### config.mk
export PLATFORM = sky130hd
export DESIGN_NAME = rlm_exec_unit
export DESIGN_NICKNAME = d
export VERILOG_FILES = /design/src/rtl/rlm_pkg.sv /design/src/rtl/rlm_decode.sv /design/src/rtl/rlm_rotate.sv /design/src/rtl/rlm_mask.sv /design/src/rtl/rlm_cond.sv /design/src/rtl/rlm_exec_unit.sv
export SDC_FILE = /design/constraint.sdc
export NUM_CORES = 1
export LEC_CHECK = 0
export BUFFER_PORTS_ARGS = -buffer_cell sky130_fd_sc_hd__buf_2
export CAP_MARGIN = 5
export CORE_ASPECT_RATIO = 1.4
export CORE_UTILIZATION = 57
export DETAILED_ROUTE_END_ITERATION = 16
export GPL_TIMING_DRIVEN = 0
export PLACE_DENSITY = 0.9
export SKIP_CTS_REPAIR_TIMING = 1
export SLEW_MARGIN = 20
export SYNTH_ARGS = -nofsm -noshare
export SYNTH_HDL_FRONTEND = slang
export SYNTH_HIERARCHICAL = 1
export SYNTH_SLANG_ARGS = --single-unit
### constraint.sdc
create_clock -name clk_i -period 1.4 [get_ports clk_i]
set_input_delay 0.14 -clock clk_i [delete_from_list [all_inputs] [get_ports clk_i]]
set_output_delay 0.14 -clock clk_i [all_outputs]
set_load 0.01 [all_outputs]
### src/rtl/rlm_pkg.sv
package rlm_pkg;
  localparam int unsigned XLEN     = 64;
  localparam int unsigned WLEN     = 32;
  localparam int unsigned IDXW     = 5;
  localparam int unsigned SHW      = $clog2(WLEN);
  localparam int unsigned OPCW     = 6;
  localparam int unsigned CRW      = 4;
  localparam logic [OPCW-1:0] OPC_RLM = 6'd21;

  typedef struct packed {
    logic            legal;
    logic [IDXW-1:0] dst;
    logic [SHW-1:0]  amt;
    logic [SHW-1:0]  mbeg;
    logic [SHW-1:0]  mend;
    logic            rec;
  } dec_t;
endpackage

### src/rtl/rlm_decode.sv
module rlm_decode
  import rlm_pkg::*;
(
  input  logic [WLEN-1:0] instr_i,
  output dec_t            dec_o
);
  logic unused_src_field;
  assign unused_src_field = ^instr_i[25:21];

  always_comb begin
    dec_o.legal = (instr_i[31:26] == OPC_RLM);
    dec_o.dst   = instr_i[20:16];
    dec_o.amt   = instr_i[15:11];
    dec_o.mbeg  = instr_i[10:6];
    dec_o.mend  = instr_i[5:1];
    dec_o.rec   = instr_i[0];
  end
endmodule

### src/rtl/rlm_rotate.sv
module rlm_rotate #(
  parameter int unsigned W   = 32,
  parameter int unsigned AMW = $clog2(W)
) (
  input  logic [W-1:0]   data_i,
  input  logic [AMW-1:0] amt_i,
  output logic [W-1:0]   data_o
);
  logic [AMW:0][W-1:0] stage;
  assign stage[0] = data_i;

  for (genvar s = 0; s < AMW; s++) begin : g_stage
    localparam int unsigned K = 1 << s;
    logic [W-1:0] rot;
    assign rot = {stage[s][W-1-K:0], stage[s][W-1:W-K]};
    assign stage[s+1] = amt_i[s] ? rot : stage[s];
  end

  assign data_o = stage[AMW];
endmodule

### src/rtl/rlm_mask.sv
module rlm_mask #(
  parameter int unsigned W   = 32,
  parameter int unsigned PW  = $clog2(W)
) (
  input  logic [PW-1:0] beg_i,
  input  logic [PW-1:0] end_i,
  output logic [W-1:0]  mask_o
);
  logic wrap;
  assign wrap = beg_i > end_i;

  // position p (MSB-first) maps to vector bit W-1-p
  for (genvar i = 0; i < W; i++) begin : g_bit
    localparam logic [PW-1:0] POS = PW'(W - 1 - i);
    logic ge_beg, le_end;
    assign ge_beg    = POS >= beg_i;
    assign le_end    = POS <= end_i;
    assign mask_o[i] = wrap ? (ge_beg | le_end) : (ge_beg & le_end);
  end
endmodule

### src/rtl/rlm_cond.sv
module rlm_cond #(
  parameter int unsigned W = 32
) (
  input  logic [W-1:0] res_i,
  input  logic         so_i,
  output logic [3:0]   cr_o
);
  logic is_zero, is_neg;
  assign is_zero = (res_i == '0);
  assign is_neg  = res_i[W-1];
  assign cr_o    = {is_neg, !is_neg && !is_zero, is_zero, so_i};
endmodule

### src/rtl/rlm_exec_unit.sv
module rlm_exec_unit
  import rlm_pkg::*;
(
  input  logic             clk_i,
  input  logic             rst_ni,
  input  logic             valid_i,
  input  logic [WLEN-1:0]  instr_i,
  input  logic [XLEN-1:0]  src_i,
  input  logic             so_i,
  output logic             valid_o,
  output logic [XLEN-1:0]  result_o,
  output logic [IDXW-1:0]  dst_idx_o,
  output logic             gpr_we_o,
  output logic             cr_we_o,
  output logic [CRW-1:0]   cr_o,
  output logic             illegal_o
);
  dec_t            dec;
  logic [WLEN-1:0] rot_w, mask_w, res_w;
  logic [CRW-1:0]  cr_w;
  logic            unused_src_hi;

  assign unused_src_hi = ^src_i[XLEN-1:WLEN];

  rlm_decode u_dec (.instr_i(instr_i), .dec_o(dec));

  rlm_rotate #(.W(WLEN)) u_rot (
    .data_i(src_i[WLEN-1:0]), .amt_i(dec.amt), .data_o(rot_w)
  );

  rlm_mask #(.W(WLEN)) u_mask (
    .beg_i(dec.mbeg), .end_i(dec.mend), .mask_o(mask_w)
  );

  assign res_w = dec.legal ? (rot_w & mask_w) : '0;

  rlm_cond #(.W(WLEN)) u_cond (.res_i(res_w), .so_i(so_i), .cr_o(cr_w));

  always_ff @(posedge clk_i or negedge rst_ni) begin
    if (!rst_ni) begin
      valid_o   <= 1'b0;
      result_o  <= '0;
      dst_idx_o <= '0;
      gpr_we_o  <= 1'b0;
      cr_we_o   <= 1'b0;
      cr_o      <= '0;
      illegal_o <= 1'b0;
    end else begin
      valid_o <= valid_i;
      if (valid_i) begin
        result_o  <= {{(XLEN-WLEN){1'b0}}, res_w};
        dst_idx_o <= dec.dst;
        gpr_we_o  <= dec.legal;
        cr_we_o   <= dec.legal & dec.rec;
        cr_o      <= (dec.legal & dec.rec) ? cr_w : '0;
        illegal_o <= !dec.legal;
      end
    end
  end
endmodule

Word level (Yosys, flattened, before mapping). Index checks and enable logic that the tools add are counted. W data, S select, Z words.

Output and inout bits: 77. Memories: 0. Latch bits: 0. Bits of input ports: 100. Bits in registers: 45. Bits in writable memories: 0. ROM bits: 0.

Equality and inequality tests: 1. Shift operators: 0. $add $sub $neg: 0. Multiply operators: 0. Reduce and logical (&&, ||, !) cells: 5. Div/mod/pow operators: 0. Bitwise logic cells: 66. Order comparisons: 65. Multiplexer cells: 39.

Operator list (number): $mux W32 (6); $ge A5 B5 Y1 const A (16); $le A5 B5 Y1 const A (16); $ge A4 B5 Y1 const A (8); $le A4 B5 Y1 const A (8); $and A1 B1 Y1 (33); $and A32 B32 Y32 (1); $logic_not A32 Y1 (1); $mux W1 (32); $or A1 B1 Y1 (32); $ge A3 B5 Y1 const A (4); $le A3 B5 Y1 const A (4); $ge A1 B5 Y1 const A (2); $ge A2 B5 Y1 const A (2); $le A1 B5 Y1 const A (2); $le A2 B5 Y1 const A (2); $eq A6 B5 Y1 const B (1); $gt A5 B5 Y1 (1); $mux W4 (1); $logic_not A1 Y1 (3); $logic_and A1 B1 Y1 (1).

Depth between registers and ports, before layout.
Depth in word-level cells: 11. Gate-level depth with buffers: 16.

Cells and area by module. The synthesis kept the hierarchy.

By module, submodules not included: rlm_exec_unit (area an instance 2383.5 um^2, seq. area each 1126.1 um^2, cells each 174, instances 1); rlm_rotate (area an instance 1948.1 um^2, seq. area each 0.0 um^2, cells each 116, instances 1); rlm_mask (area an instance 1018.5 um^2, seq. area each 0.0 um^2, cells each 145, instances 1); rlm_decode (area an instance 181.4 um^2, seq. area each 0.0 um^2, cells each 23, instances 1); rlm_cond (area an instance 105.1 um^2, seq. area each 0.0 um^2, cells each 15, instances 1).

Least setup slack after synthesis. No wires, ideal clock.

Kind: input to register. Start: in instr_i[12]. End: reg cr_o[2]. Stages on the path: 12. Data arrival time: 2640 ps. Buffers on the path: 3. Slack: -1368 ps. Cells stage by stage: buf_4 -> buf_6 -> buf_6 -> mux4_2 -> mux4_2 -> mux2_2 -> and3_2 -> nor4_1 -> nand4_1 -> o21ba_1 -> nand2_1 -> o22ai_1.

Word-level cells in the longest chain between the ends: 10. Elaborated cells on any way between the ends: 11.

RTL lines: start, declared (line rlm_exec_unit.sv:7) `input logic [WLEN-1:0] instr_i,`; $mux W32 (4 in a row) (line rlm_rotate.sv:16) `assign stage[s+1] = amt_i[s] ? rot : stage[s];`; via rot_w[1] (line rlm_exec_unit.sv:19) `logic [WLEN-1:0] rot_w, mask_w, res_w;`; $and A32 B32 Y32 (line rlm_exec_unit.sv:35) `assign res_w = dec.legal ? (rot_w & mask_w) : '0;`; $mux W32 (line rlm_exec_unit.sv:35); via res_w[1] (line rlm_exec_unit.sv:19); $logic_not A32 Y1 (line rlm_cond.sv:9) `assign is_zero = (res_i == '0);`; $logic_not A1 Y1 (line rlm_cond.sv:11) `assign cr_o = {is_neg, !is_neg && !is_zero, is_zero, so_i};`; $logic_and A1 B1 Y1 (line rlm_cond.sv:11); via cr_w[2] (line rlm_exec_unit.sv:20) `logic [CRW-1:0] cr_w;`; $mux W4 (line rlm_exec_unit.sv:55) `cr_o <= (dec.legal & dec.rec) ? cr_w : '0;`; end signal, assigned (line rlm_exec_unit.sv:55); end, declared (line rlm_exec_unit.sv:15) `output logic [CRW-1:0] cr_o,`.

The timed path passes the listed nets, and every way through them passes these cells. A chain may end at the register's enable or synchronous reset.

Worst setup path in the final report. Ends and elaborated chain as after synthesis.

==> results.json <==
{
  "setup_slack_ns": -1.338,
  "num_antenna_cells": 0,
  "postPlaceCellArea_sq_um": 6482,
  "hp-class": "in -> async",
  "cp_slowest_cell": "mux4_2",
  "drv_cap": 0,
  "start_kind": "input port",
  "crit_type": "in -> reg",
  "path_cells": "buf_12 > clkbuf_16 > mux4_2 > mux4_2 > mux2_4 > and3_4 > nor4_4 > nand4_1 > o21ba_1 > nand2_1 > o22ai_1",
  "slew_headroom_pct": 35.80,
  "drive_gt1_share_pct": 68.33,
  "vias": 4814,
  "critPathArrivalTime_ns": 2.90,
  "power_leakage_uw": 0.003386,
  "crit_fanout": 7,
  "hold_violations": 0,
  "worstMarginPinSlew_ns": 0.9630,
  "cts_root_buffer": "clkbuf_16",
  "first_iter_violations": 384,
  "die_h_um": 119.7,
  "synth_area_per_cell_sq_um": 11.92,
  "drt_pass1_iterations": 5,
  "fin_crit_ns": 2.738,
  "dieArea_sq_um": 10300,
  "rsz0062_at_grt": "true",
  "async_flop_share_pct": 100.0,
  "yosysWarningCount": 6,
  "grt_pass1_wl_um": 24760,
  "fin_crit_sh_pct": 195.6,
  "grt_pass1_vias": 4539,
  "final_cell_mix": "buf_2 (94), buf_4 (72), mux4_2 (64)",
  "yosysSeqAreaShare_pct": 19.98,
  "grt-ovfl-total": 0,
  "drc": 0,
  "power.total_uw": 4852,
  "slew_violations": 0,
  "cts_max_path_buffers": 2,
  "io_pins": 177,
  "start_util_pct": 59.26,
  "netlist_area_sq_um": 5637,
  "violations": "negative setup slack",
  "final_common_cell": "buf_2",
  "grt_max_degree": 46,
  "htree_levels": 2,
  "dieWidth_um": 86.05,
  "final_area_sq_um": 7178,
  "dp_hpwl_um": 12880,
  "clkLatencyLatePin_ns": 0.28,
  "wl_um": 16840,
  "viasPerCell": 6.385,
  "synth_edf_count": 0,
  "path_clk_slew_ns": 0.06,
  "skew_ns": 0,
  "crit_top_cell": "mux4_2",
  "yosysUniqueCellTypes": 49,
  "wl_per_cell_um": 22.34,
  "setup_viol": 35,
  "nets": 726,
  "numCtsBuffers": 5,
  "antenna_found_initial": 0,
  "p_per_area_nw_per_um2": 676.0,
  "max_freq_ghz": 0.3652,
  "status": "complete, but fails checks",
  "core_sq_um": 9512,
  "grt_usage_pct": 31.44,
  "cpLargestDelayFamily": "multiplexers",
  "hold_ws_ns": 0.01370,
  "cp_num_buf_inv": 2,
  "max_stage_delay_ns": 0.55,
  "fp-row-count": 42,
  "gp_congestion": 0.9724,
  "synth_cells": 473,
  "synth_seq_cells": 45,
  "areaGrowthSynthToFinish_pct": 27.35,
  "cts_tree": "built",
  "port_buffers": 85,
  "cts.sinks": 45,
  "ir_drop_mv": 0.4480,
  "cp.required_ns": 1.56,
  "ys.flop_type": "dfrtp_1",
  "ant_nets": 0,
  "cp-end-kind": "flip-flop"
}
-- kinds of logic (layout without fill, tap and decap cells) --
logic type	after synthesis	after routing	share of synthesized area, %
compound gates	44	44	5.083
fa+ha+maj	34	34	6.859
mux	135	135	41.66
flops	45	45	19.98
buf+inv	113	231	13.78
simple gates	101	101	12.56
other cells	1	32	0.06653
-- stage by stage --
stage | setup slack [ns] | instances | utilization (%) | TNS, ns
final | -1.338 | 754 | 75.47 | -25.27
after detailed placement | -1.936 | 721 | 68.15 | -42.60
after global placement | -1.746 | 721 | 68.15 | -39.79
after floorplan | -1.301 | 504 | - | -31.20
after CTS | -1.697 | 729 | 69.92 | -31.72
after global routing | -1.373 | 754 | 75.47 | -25.74
-- per-layer routing --
metal / global-route usage (%) / share of wire [%]
met2: 59.08 / 54
met5: 0 / 0
met4: 18.96 / 8.0
met3: 2.338 / 6.6
met1: 33.49 / 32
-- registers in the layout (all words and copies together), names as in the netlist --
name and cells:
dst_idx_o 5, result_o 32, gpr_we_o 1, cr_o 4, illegal_o 1, cr_we_o 1, valid_o 1
-- cells in the mapped netlist, types with 3 or more instances --
| cell type | instances | area share, % |
|---|---|---|
| mux4_2 | 61 | 24 |
| buf_4 | 58 | 7.7 |
| dfrtp_1 | 45 | 20 |
| mux2_2 | 44 | 8.8 |
| and3_4 | 27 | 5.4 |
| maj3_2 | 27 | 5.4 |
| mux2_4 | 26 | 6.9 |
| nand2_1 | 18 | 1.2 |
| buf_2 | 16 | 1.4 |
| nor2_1 | 14 | 0.93 |
| a21oi_1 | 13 | 1.2 |
| buf_6 | 13 | 2.6 |
| inv_1 | 13 | 0.87 |
| o21ai_0 | 12 | 1.1 |
| clkbuf_1 | 9 | 0.60 |
| nand3_1 | 7 | 0.62 |
| nor4_1 | 7 | 0.78 |
| and3_2 | 6 | 0.80 |
| a21o_1 | 5 | 0.67 |
| ha_1 | 5 | 1.1 |
| nor3_1 | 4 | 0.36 |
| o22ai_1 | 4 | 0.44 |
| and2_1 | 3 | 0.33 |
| mux4_1 | 3 | 1.4 |
| nand4_1 | 3 | 0.33 |
| or2_1 | 3 | 0.33 |
-- power by group --
part	internal (uW)	total [uW]	leakage [uW]	switching, uW
clock network	845	1320	0.0000810	474
registers	1320	1330	0.000610	10.8
logic	1170	2200	0.00270	1030
total	3340	4850	0.00339	1510
-- cell type report --
class	instances	area, sq um
Clock buffer	6	128.9
Multi-Input combinational cell	346	4151
Sequential cell	45	1126
Fill cell	601	2333
Inverter	13	56.30
Tap cell	132	165.2
Timing Repair Buffer	115	726.9
Clock inverter	2	38.79
Buffer	95	784.5
-- path summary, 6_finish.rpt --
| path | startpoint | endpoint | slack (ns) | cells past startpoint |
|---|---|---|---|---|
| max | instr_i[12] | cr_o[2] | -1.34 | 11 |
| min | rst_ni | result_o[24] | 0.01 | 1 |
| max reg2reg | result_o[19] | result_o[19] | 0.60 | 1 |
| min reg2reg | dst_idx_o[2] | dst_idx_o[2] | 0.50 | 1 |
| max in group asynchronous | rst_ni | dst_idx_o[4] | 0.79 | 1 |
| min in group clk_i | valid_i | valid_o | 0.02 | 1 |
No activity file was read; power rests on OpenSTA's default activity.
